`src/rtl/trgsel_pkg.sv`:
```
package trgsel_pkg;

    localparam int NUM_REF   = 6;
    localparam int PRI_MW    = 3;
    localparam int SEC_MW    = 4;
    localparam int FULL_MW   = SEC_MW;

    typedef enum logic [FULL_MW-1:0] {
        SRC_SWUPD  = 4'd0,
        SRC_ENABLE = 4'd1,
        SRC_UPDATE = 4'd2,
        SRC_CMP1   = 4'd3,
        SRC_REF1   = 4'd4,
        SRC_REF2   = 4'd5,
        SRC_REF3   = 4'd6,
        SRC_REF4   = 4'd7,
        SRC_REF5   = 4'd8,
        SRC_REF6   = 4'd9,
        SRC_ANY4   = 4'd10,
        SRC_ANY6   = 4'd11,
        SRC_R4_R6  = 4'd12,
        SRC_R4_F6  = 4'd13,
        SRC_R5_R6  = 4'd14,
        SRC_R5_F6  = 4'd15
    } trg_src_e;

    typedef struct packed {
        logic sw_upd;
        logic cnt_en;
        logic upd;
        logic cmp1;
    } evt_t;

    typedef struct packed {
        logic [NUM_REF-1:0] lvl;
        logic [NUM_REF-1:0] rise;
        logic [NUM_REF-1:0] fall;
    } ref_t;

    // Index of reference n (1-based) inside the vectors
    localparam int IX4 = 3;
    localparam int IX5 = 4;
    localparam int IX6 = 5;

    function automatic logic trg_decode(trg_src_e src, evt_t ev, ref_t rf);
        logic res;
        case (src)
            SRC_SWUPD:  res = ev.sw_upd;
            SRC_ENABLE: res = ev.cnt_en;
            SRC_UPDATE: res = ev.upd;
            SRC_CMP1:   res = ev.cmp1;
            SRC_REF1:   res = rf.lvl[0];
            SRC_REF2:   res = rf.lvl[1];
            SRC_REF3:   res = rf.lvl[2];
            SRC_REF4:   res = rf.lvl[IX4];
            SRC_REF5:   res = rf.lvl[IX5];
            SRC_REF6:   res = rf.lvl[IX6];
            SRC_ANY4:   res = rf.rise[IX4] | rf.fall[IX4];
            SRC_ANY6:   res = rf.rise[IX6] | rf.fall[IX6];
            SRC_R4_R6:  res = rf.rise[IX4] | rf.rise[IX6];
            SRC_R4_F6:  res = rf.rise[IX4] | rf.fall[IX6];
            SRC_R5_R6:  res = rf.rise[IX5] | rf.rise[IX6];
            SRC_R5_F6:  res = rf.rise[IX5] | rf.fall[IX6];
            default:    res = 1'b0;
        endcase
        return res;
    endfunction

endpackage

```
`src/rtl/trgsel_edge.sv`:
```
module trgsel_edge #(
    parameter int N = 6
) (
    input  logic         clk,
    input  logic         rst,
    input  logic [N-1:0] lvl_i,
    output logic [N-1:0] rise_o,
    output logic [N-1:0] fall_o
);

    logic [N-1:0] hist_q;

    genvar g;
    generate
        for (g = 0; g < N; g++) begin : g_bit
            // History follows the input even in reset so release gives no edge
            always_ff @(posedge clk) begin
                if (rst) hist_q[g] <= lvl_i[g];
                else     hist_q[g] <= lvl_i[g];
            end
            assign rise_o[g] =  lvl_i[g] & ~hist_q[g];
            assign fall_o[g] = ~lvl_i[g] &  hist_q[g];
        end
    endgenerate

endmodule

```
`src/rtl/trgsel_mux.sv`:
```
module trgsel_mux
    import trgsel_pkg::*;
#(
    parameter int MODE_W = 4
) (
    input  logic [MODE_W-1:0] mode_i,
    input  evt_t              evt_i,
    input  ref_t              ref_i,
    output logic              sel_o
);

    localparam int PAD_W = (MODE_W < FULL_MW) ? (FULL_MW - MODE_W) : 1;

    logic [FULL_MW-1:0] mode_full;

    generate
        if (MODE_W < FULL_MW) begin : g_narrow
            // Narrow field: zero-extend, so only the shared low modes exist
            logic [PAD_W-1:0] pad;
            assign pad       = '0;
            assign mode_full = {pad, mode_i};
        end else begin : g_wide
            assign mode_full = mode_i[FULL_MW-1:0];
        end
    endgenerate

    always_comb begin
        sel_o = trg_decode(trg_src_e'(mode_full), evt_i, ref_i);
    end

endmodule

```
`src/rtl/trgsel_top.sv`:
```
module trgsel_top
    import trgsel_pkg::*;
(
    input  logic                  clk,
    input  logic                  rst,
    input  logic                  sw_upd_i,
    input  logic                  upd_evt_i,
    input  logic                  cnt_en_i,
    input  logic                  cmp1_match_i,
    input  logic [NUM_REF-1:0]    oc_ref_i,
    input  logic [PRI_MW-1:0]     pri_mode_i,
    input  logic [SEC_MW-1:0]     sec_mode_i,
    output logic                  trig_pri_o,
    output logic                  trig_sec_o
);

    evt_t evt;
    ref_t refs;
    logic pri_sel, sec_sel;

    assign evt.sw_upd = sw_upd_i;
    assign evt.cnt_en = cnt_en_i;
    assign evt.upd    = upd_evt_i;
    assign evt.cmp1   = cmp1_match_i;
    assign refs.lvl   = oc_ref_i;

    trgsel_edge #(.N(NUM_REF)) u_edge (
        .clk    (clk),
        .rst    (rst),
        .lvl_i  (oc_ref_i),
        .rise_o (refs.rise),
        .fall_o (refs.fall)
    );

    trgsel_mux #(.MODE_W(PRI_MW)) u_mux_pri (
        .mode_i (pri_mode_i),
        .evt_i  (evt),
        .ref_i  (refs),
        .sel_o  (pri_sel)
    );

    trgsel_mux #(.MODE_W(SEC_MW)) u_mux_sec (
        .mode_i (sec_mode_i),
        .evt_i  (evt),
        .ref_i  (refs),
        .sel_o  (sec_sel)
    );

    always_ff @(posedge clk) begin
        if (rst) begin
            trig_pri_o <= 1'b0;
            trig_sec_o <= 1'b0;
        end else begin
            trig_pri_o <= pri_sel;
            trig_sec_o <= sec_sel;
        end
    end

    // outputs quiet in the cycle after a reset edge
    assert_reset_quiet_R1: assert property (@(posedge clk)
        rst |=> (!trig_pri_o && !trig_sec_o));

    // enable mode follows the enable level one cycle later
    assert_enable_level_R4: assert property (@(posedge clk) disable iff (rst)
        (pri_mode_i == 3'd1) |=> (trig_pri_o == $past(cnt_en_i)));

    // update event always produces a pulse in update mode
    assert_update_pulse_R5: assert property (@(posedge clk) disable iff (rst)
        (pri_mode_i == 3'd2 && upd_evt_i) |=> trig_pri_o);

    // no pulse when reference 4 holds still in any-edge mode
    assert_any4_quiet_R9: assert property (@(posedge clk) disable iff (rst)
        (sec_mode_i == 4'd10 && $stable(oc_ref_i[3])) |=> !trig_sec_o);

    // rising edge of reference 6 pulses in mode 12
    assert_r6_rise_R10: assert property (@(posedge clk) disable iff (rst)
        (sec_mode_i == 4'd12 && $rose(oc_ref_i[5])) |=> trig_sec_o);

    // no edge on references 5 and 6 means no pulse in mode 15
    assert_r5f6_quiet_R11: assert property (@(posedge clk) disable iff (rst)
        (sec_mode_i == 4'd15 && $stable(oc_ref_i[4]) && $stable(oc_ref_i[5]))
        |=> !trig_sec_o);

endmodule

```
`config.mk`:
```
export PLATFORM = sky130hd
export DESIGN_NAME = trgsel_top
export DESIGN_NICKNAME = d
export VERILOG_FILES = /design/src/rtl/trgsel_pkg.sv /design/src/rtl/trgsel_edge.sv /design/src/rtl/trgsel_mux.sv /design/src/rtl/trgsel_top.sv
export SDC_FILE = /design/constraint.sdc
export NUM_CORES = 1
export LEC_CHECK = 0
export ABC_AREA = 1
export BUFFER_PORTS_ARGS = -buffer_cell sky130_fd_sc_hd__buf_2
export CORE_AREA = 3 3 40 42
export DETAILED_ROUTE_END_ITERATION = 12
export DIE_AREA = 0 0 43 45
export GPL_TIMING_DRIVEN = 1
export PLACE_DENSITY = 0.79
export SKIP_LAST_GASP = 1
export SLEW_MARGIN = 20
export SYNTH_ARGS = -nofsm -noshare
export SYNTH_HDL_FRONTEND = slang
export SYNTH_HIERARCHICAL = 1
export SYNTH_SLANG_ARGS = --single-unit
```
`constraint.sdc`:
```
create_clock -name clk -period 1.2 [get_ports clk]
set_clock_uncertainty 0.2 [all_clocks]
set_input_delay 0.24 -clock clk [delete_from_list [all_inputs] [get_ports clk]]
set_output_delay 0.24 -clock clk [all_outputs]
set_load 0.01 [all_outputs]
```
Word-level counts from Yosys, hierarchy flattened --
Cells that the tools add are included.
Storage, ports and cells: bits in registers 5, input bits 19, output and inout bits 2, logic and storage cells 47
Operators by class: eq/ne operators 22, multiplexer cells 2, bitwise gates (word level) 16, reductions and logical operators 2
Operators by type and width (count):
- 4-bit == test (second input constant) | 8
- 4-bit by 3-bit == test with 1-bit output (second input constant) | 4
- 1-bit one-hot mux with 16 select lines | 1
- 3-bit == test (second input constant) | 4
- 4-bit by 2-bit == test with 1-bit output (second input constant) | 2
- 4-bit zero test | 2
- 1-bit one-hot mux with 8 select lines | 1
- 3-bit by 2-bit == test with 1-bit output (second input constant) | 2
- 1-bit bitwise OR | 6
- 1-bit bitwise AND | 5
- 1-bit NOT | 5
- 4-bit by 1-bit == test with 1-bit output (second input constant) | 1
- 3-bit by 1-bit == test with 1-bit output (second input constant) | 1

Depth between registers and ports, before layout --
Gate-level depths: netlist of the first run.
word-level depth 4, depth in mapped cells 12

Modules after synthesis --
The synthesis of the first run kept the hierarchy.
By module, submodules not included:
- trgsel_edge | times used 1, cells each 30, area each 210.2 um2
- trgsel_mux at u_mux_sec | times used 1, cells each 46, area each 190.2 um2
- trgsel_mux at u_mux_pri | times used 1, cells each 18, area each 75.1 um2
- trgsel_top | times used 1, cells each 6, area each 55.1 um2

Worst setup path before layout of the first run --
Ideal clock, no wire load.
kind flip-flop to flip-flop, start register u_edge.hist_q[5], end register trig_sec_o, setup time 64 ps, data arrival time 903 ps, required time 936 ps, setup slack 33 ps, stages on the path, launching flop included 13, buffers on the path 0, clock period less this slack 1167 ps, cells stage by stage dfxtp_1 > inv_1 > nor2_1 > nor2_1 > nor2_1 > nor2_1 > nand2_1 > nand2_1 > nand2_1 > nand2_1 > nand2_1 > inv_1 > nor2_1
RTL lines:
- from (decl) | RTL line trgsel_edge.sv:11 | logic [N-1:0] hist_q;
- from (signal, indexed assignment) | RTL line trgsel_edge.sv:18 | if (rst) hist_q[g] <= lvl_i[g];
- from (signal, indexed assignment) | RTL line trgsel_edge.sv:19 | else hist_q[g] <= lvl_i[g];
- to (signal assigned) | RTL line trgsel_top.sv:55 | trig_sec_o <= sec_sel;
- to (decl) | RTL line trgsel_top.sv:14 | output logic trig_sec_o

==> results of run 1 <==
## where the power goes
| part | switching [mW] | internal (mW) | leakage (nW) |
|---|---|---|---|
| clock | 0.0640 | 0.125 | 0.0150 |
| combinational | 0.0819 | 0.0727 | 0.327 |
| sequential | 0.00337 | 0.179 | 0.0420 |
## metrics by stage
stage	utilization [%]	hold WS (ns)
6_report	48.2	0.0657
4_1_cts	48.2	0.0543
5_1_grt	48.2	0.0722
3_3_place_gp	43.5	0.172
2_1_floorplan	-	0.0677
3_5_place_dp	43.5	0.173
## state kept, by name, indices dropped and copies added, names as in the netlist
signal	cells
trig_pri_o	1
trig_sec_o	1
u_edge/hist_q	3
## worst max-delay path by stage
stage	startpoint	cells after the start	slack (ns)	to
6_report	u_edge/hist_q[5]	12	-0.05	trig_sec_o
5_1_grt	u_edge/hist_q[5]	12	-0.19	trig_sec_o
4_1_cts	u_edge/hist_q[5]	12	-0.06	trig_sec_o
3_5_place_dp	sec_mode_i[0]	12	-0.15	trig_sec_o
3_3_place_gp	sec_mode_i[0]	12	-0.14	trig_sec_o
2_1_floorplan	u_edge/hist_q[5]	12	0.03	trig_sec_o
## what timing repair did
item / 4_1_cts / 5_1_grt
endpoints found under the hold margin: 4 / 0
hold buffers: 3 / 0
endpoints found under the setup margin: 1 / 1
buffers inserted: 0 / 0
gates resized for setup: 2 / 0
## metal layers
metal / vias to the layer above / GRT usage [%]
met5: - / 0
met4: 0 / 10.8
met3: 2 / 1.59
met2: 12 / 22.5
met1: 242 / 14.4
li1: 310 / -
## cells in the final DEF, fill, tap and decap left out, drive strengths merged
master	instances
a21oi	1
buf	23
clkbuf	4
dfxtp	5
dlygate4sd3	3
inv	17
nand2	31
nand3	11
nor2	14
o211ai	1
o21a	1
o21ai	2
## cell type report
class	instances	area (um2)	share of cell area, %
well taps	15	18.8	3.03
inverters	17	63.8	10.3
clock buffers	4	26.3	4.24
repair buffers	26	153	24.6
multi-input cells	61	256	41.4
flip-flops and latches	5	101	16.4
==> flow_summary.json, run 1 <==
{
  "status": "finished, violations left",
  "violations": "setup timing",
  "core-area_um2": 1280,
  "grt_pass1_wl_um": 1900,
  "ir_drop_mv": 0.256,
  "fin_cells": 128,
  "met2RoutedLength_um": 512,
  "finalSetupTns_ns": -0.0512,
  "cpMaxStageDelayCell": "dfxtp_2",
  "grtUsageTotal_pct": 13.1,
  "cp_num_buf_inv": 2,
  "p_total_mw": 0.526,
  "max_freq_ghz": 0.799,
  "fin_ws_ns": -0.0512,
  "cts.sinks": 5,
  "cpMostUsedCell": "nand2_1",
  "die_height_um": 45,
  "ant_nets": 0,
  "syn_area_um2": 418,
  "worstPathCellList": "inv_1 -> nor2_2 -> nor2_1 -> nor2_1 -> nor2_1 -> nand2_1 -> nand2_1 -> nand2_1 -> nand2_1 -> nand2_1 -> inv_1 -> nor2_1",
  "worst_slew_pin_slew_ns": 0.222,
  "critPathKind": "reg2reg",
  "syn_inst": 83,
  "wl_met1_um": 497,
  "reg2regPathDepth": 12,
  "min_path_type": "in2reg",
  "gp_congestion": 0.805,
  "drcViolationCount": 0,
  "portBuffers": 20,
  "n_fill_cell": 144,
  "cts_root_buf": "clkbuf_4",
  "grt_max_degree": 8,
  "syn_avg_cell_area_um2": 5.03,
  "drtIter0Drc": 9,
  "relSlewSlack_pct": 85.2,
  "r2r-start": "u_edge/hist_q[5]",
  "required_ns": 1.13,
  "slew_violations": 0,
  "regToRegSetupSlack_ns": -0.05,
  "met3_length_um": 46,
  "dp_slack_ns": -0.154,
  "grt-ovfl-total": 0,
  "initial_core_util_pct": 32.5,
  "dpl_cell_area_um2": 559,
  "hold_viol": 0,
  "std_cell_rows": 13,
  "clk_pin_slew_ns": 0.04,
  "dr.pass1.iters": 4,
  "drive_above_1_share_pct": 26.5,
  "io_pins": 21,
  "path_delay_family": "simple AND/OR/NAND/NOR gates",
  "antenna_found_initial": 0,
  "setup_viol": 1,
  "cts-buffers-inserted": 3,
  "area_growth_pct": 48.2,
  "drv_cap": 0,
  "syn_nets": 102,
  "fin_crit_ns": 1.25,
  "top_layer": "met4",
  "clockBufferDepth": 2,
  "powerDensity_nw_per_um2": 849,
  "worst-path-max-fanout": 2,
  "dp_cells": 121,
  "nets": 133,
  "clock_latency_ns": 0.24,
  "p_leak_nw": 0.384,
  "period_share_pct": 104,
  "wl_per_cell_um": 8.41,
  "arrival_ns": 1.19,
  "start_kind": "register",
  "num_antenna_cells": 0,
  "hold-path-endpoint": "u_edge/hist_q[3]",
  "rsz0062_at_grt": "yes",
  "die_area_um2": 1940,
  "hp-start": "oc_ref_i[3]",
  "num_vias": 566,
  "cts_tree": "yes",
  "final_area_um2": 619,
  "chipWidth_um": 43,
  "h-tree-depth": 1,
  "hpwl_um": 888,
  "grt_pass1_vias": 503,
  "end_kind": "register",
  "ys_warn_count": 6,
  "post_drt_via_cell_ratio": 4.42,
  "drt_wl_total_um": 1080,
  "worst_path_largest_cell_delay_ns": 0.31,
  "r2r-end": "trig_sec_o",
  "holdPathStages": 2
}
No activity file was read; power rests on OpenSTA's default activity.
==> run 2, diff against run 1 <==
CORE_AREA = default   (was 3 3 40 42)
CORE_MARGIN = 3   (was default)
CORE_UTILIZATION = 30   (was default)
DIE_AREA = default   (was 0 0 43 45)
PLACE_DENSITY = 0.65   (was 0.79)
==> flow_summary.json, run 2 (synthesized netlist as in run 1, its figures left out) <==
{
  "end_kind": "register",
  "clockBufferDepth": 2,
  "ir_drop_mv": 0.539,
  "worst_slew_pin_slew_ns": 0.211,
  "grt_pass1_wl_um": 1930,
  "worst-path-max-fanout": 2,
  "utilization_pct": 53.3,
  "violations": "setup timing",
  "ant_nets": 0,
  "r2r-start": "u_edge/hist_q[5]",
  "largest_reg_flops": 3,
  "cts.sinks": 5,
  "fin_crit_ns": 1.33,
  "drcViolationCount": 0,
  "powerDensity_nw_per_um2": 839,
  "cts_root_buf": "clkbuf_4",
  "grt_pass1_vias": 495,
  "area_growth_pct": 53.3,
  "slew_violations": 0,
  "clock_latency_ns": 0.24,
  "gp_congestion": 0.771,
  "fin_ws_ns": -0.127,
  "status": "finished, violations left",
  "required_ns": 1.14,
  "hold_viol": 0,
  "wl_per_cell_um": 8.97,
  "post_cts_buffers": 0,
  "p_total_mw": 0.538,
  "num_antenna_cells": 0,
  "p_leak_nw": 0.393,
  "core-area_um2": 1200,
  "initial_core_util_pct": 34.8,
  "relSlewSlack_pct": 85.8,
  "drv_cap": 0,
  "grt-ovfl-total": 0,
  "drtIter0Drc": 20,
  "grtUsageTotal_pct": 13.9,
  "post_drt_via_cell_ratio": 4.56,
  "std_cell_rows": 12,
  "num_vias": 588,
  "seqCellArea_um2": 101,
  "rsz0062_at_grt": "yes",
  "multi_input_area_um2": 262,
  "nets": 135,
  "chipWidth_um": 43.3,
  "min_path_type": "in2reg",
  "start_kind": "register",
  "critPathKind": "reg2reg",
  "dr.pass1.iters": 4,
  "cts-buffers-inserted": 3,
  "setup_viol": 1,
  "grt_max_degree": 7,
  "arrival_ns": 1.27,
  "io_pins": 21,
  "worstSetupStartpoint": "u_edge/hist_q[5]",
  "drive_above_1_share_pct": 28.7,
  "cts_tree": "yes",
  "die_area_um2": 1880,
  "holdWs_ns": 0.134,
  "finalSetupTns_ns": -0.127,
  "max_freq_ghz": 0.754,
  "final_common_cell": "nand2_1",
  "reg_top3": "u_edge/hist_q: 3 flops, trig_pri_o: 1 flops, trig_sec_o: 1 flops",
  "period_share_pct": 111,
  "portBuffers": 20,
  "hpwl_um": 917,
  "antenna_found_initial": 0,
  "regMostFlops": "u_edge/hist_q",
  "h-tree-depth": 1,
  "mostFrequentLayoutCells": "31 x nand2_1, 20 x buf_2, 15 x inv_1, 11 x nor2_1, 11 x nand3_1",
  "die_height_um": 43.3,
  "drt_wl_total_um": 1160,
  "n_fill_cell": 130,
  "clk_pin_slew_ns": 0.04,
  "hp-start": "pri_mode_i[2]"
}
run 2: worst max-delay path, cell delays in order, from the launching register on:
cell     delay [ns]
dfxtp_2        0.32
inv_1          0.06
nor2_2         0.05
nor2_2         0.09
nor2_1         0.05
nor2_1         0.12
nand2_1        0.07
nand2_1        0.05
nand2_1        0.05
nand2_1        0.05
nand2_1        0.04
inv_1          0.04
nor2_1         0.03
run 2: layer usage:
layer / up-vias / wire length (um) / global-route usage, %
li1: 314 / - / -
met1: 240 / 491 / 15.6
met2: 34 / 532 / 22.7
met3: 0 / 132 / 7.63
met4: 0 / 0 / 3.61
met5: - / 0 / 0
run 2: final cells by class:
class                           count  share of cell area (%)
Timing Repair Buffer               28                    26.6
Multi-Input combinational cell     61                    40.8
Clock buffer                        4                    4.10
Inverter                           17                    9.96
Sequential cell                     5                    15.8
Tap cell                           14                    2.73
run 2: where the power goes:
| group | internal, mW | switching, mW |
|---|---|---|
| Combinational | 0.0776 | 0.0860 |
| Clock | 0.126 | 0.0663 |
| Sequential | 0.179 | 0.00362 |
run 2: worst paths after layout:
check,slack [ns],endpoint,cells after the start
hold reg to reg,0.57,trig_sec_o,7
setup / recovery,-0.13,trig_sec_o,12
setup reg to reg,-0.13,trig_sec_o,12
hold / removal,0.13,trig_pri_o,5
run 2: through the flow:
step                cells  cell area (um2)  setup WS, ns
floorplan              83              418        0.0333
global placement      121              566        -0.138
detailed placement    121              566        -0.178
CTS                   129              632       -0.0941
global route          129              641        -0.343
finish                129              641        -0.127
run 2: what timing repair did:
action	4_1_cts	5_1_grt
cloned	0	0
hold endpoints to repair	5	0
hold buffers	4	0
pin swaps	0	1
setup endpoints to repair	1	1
resized for setup	0	4
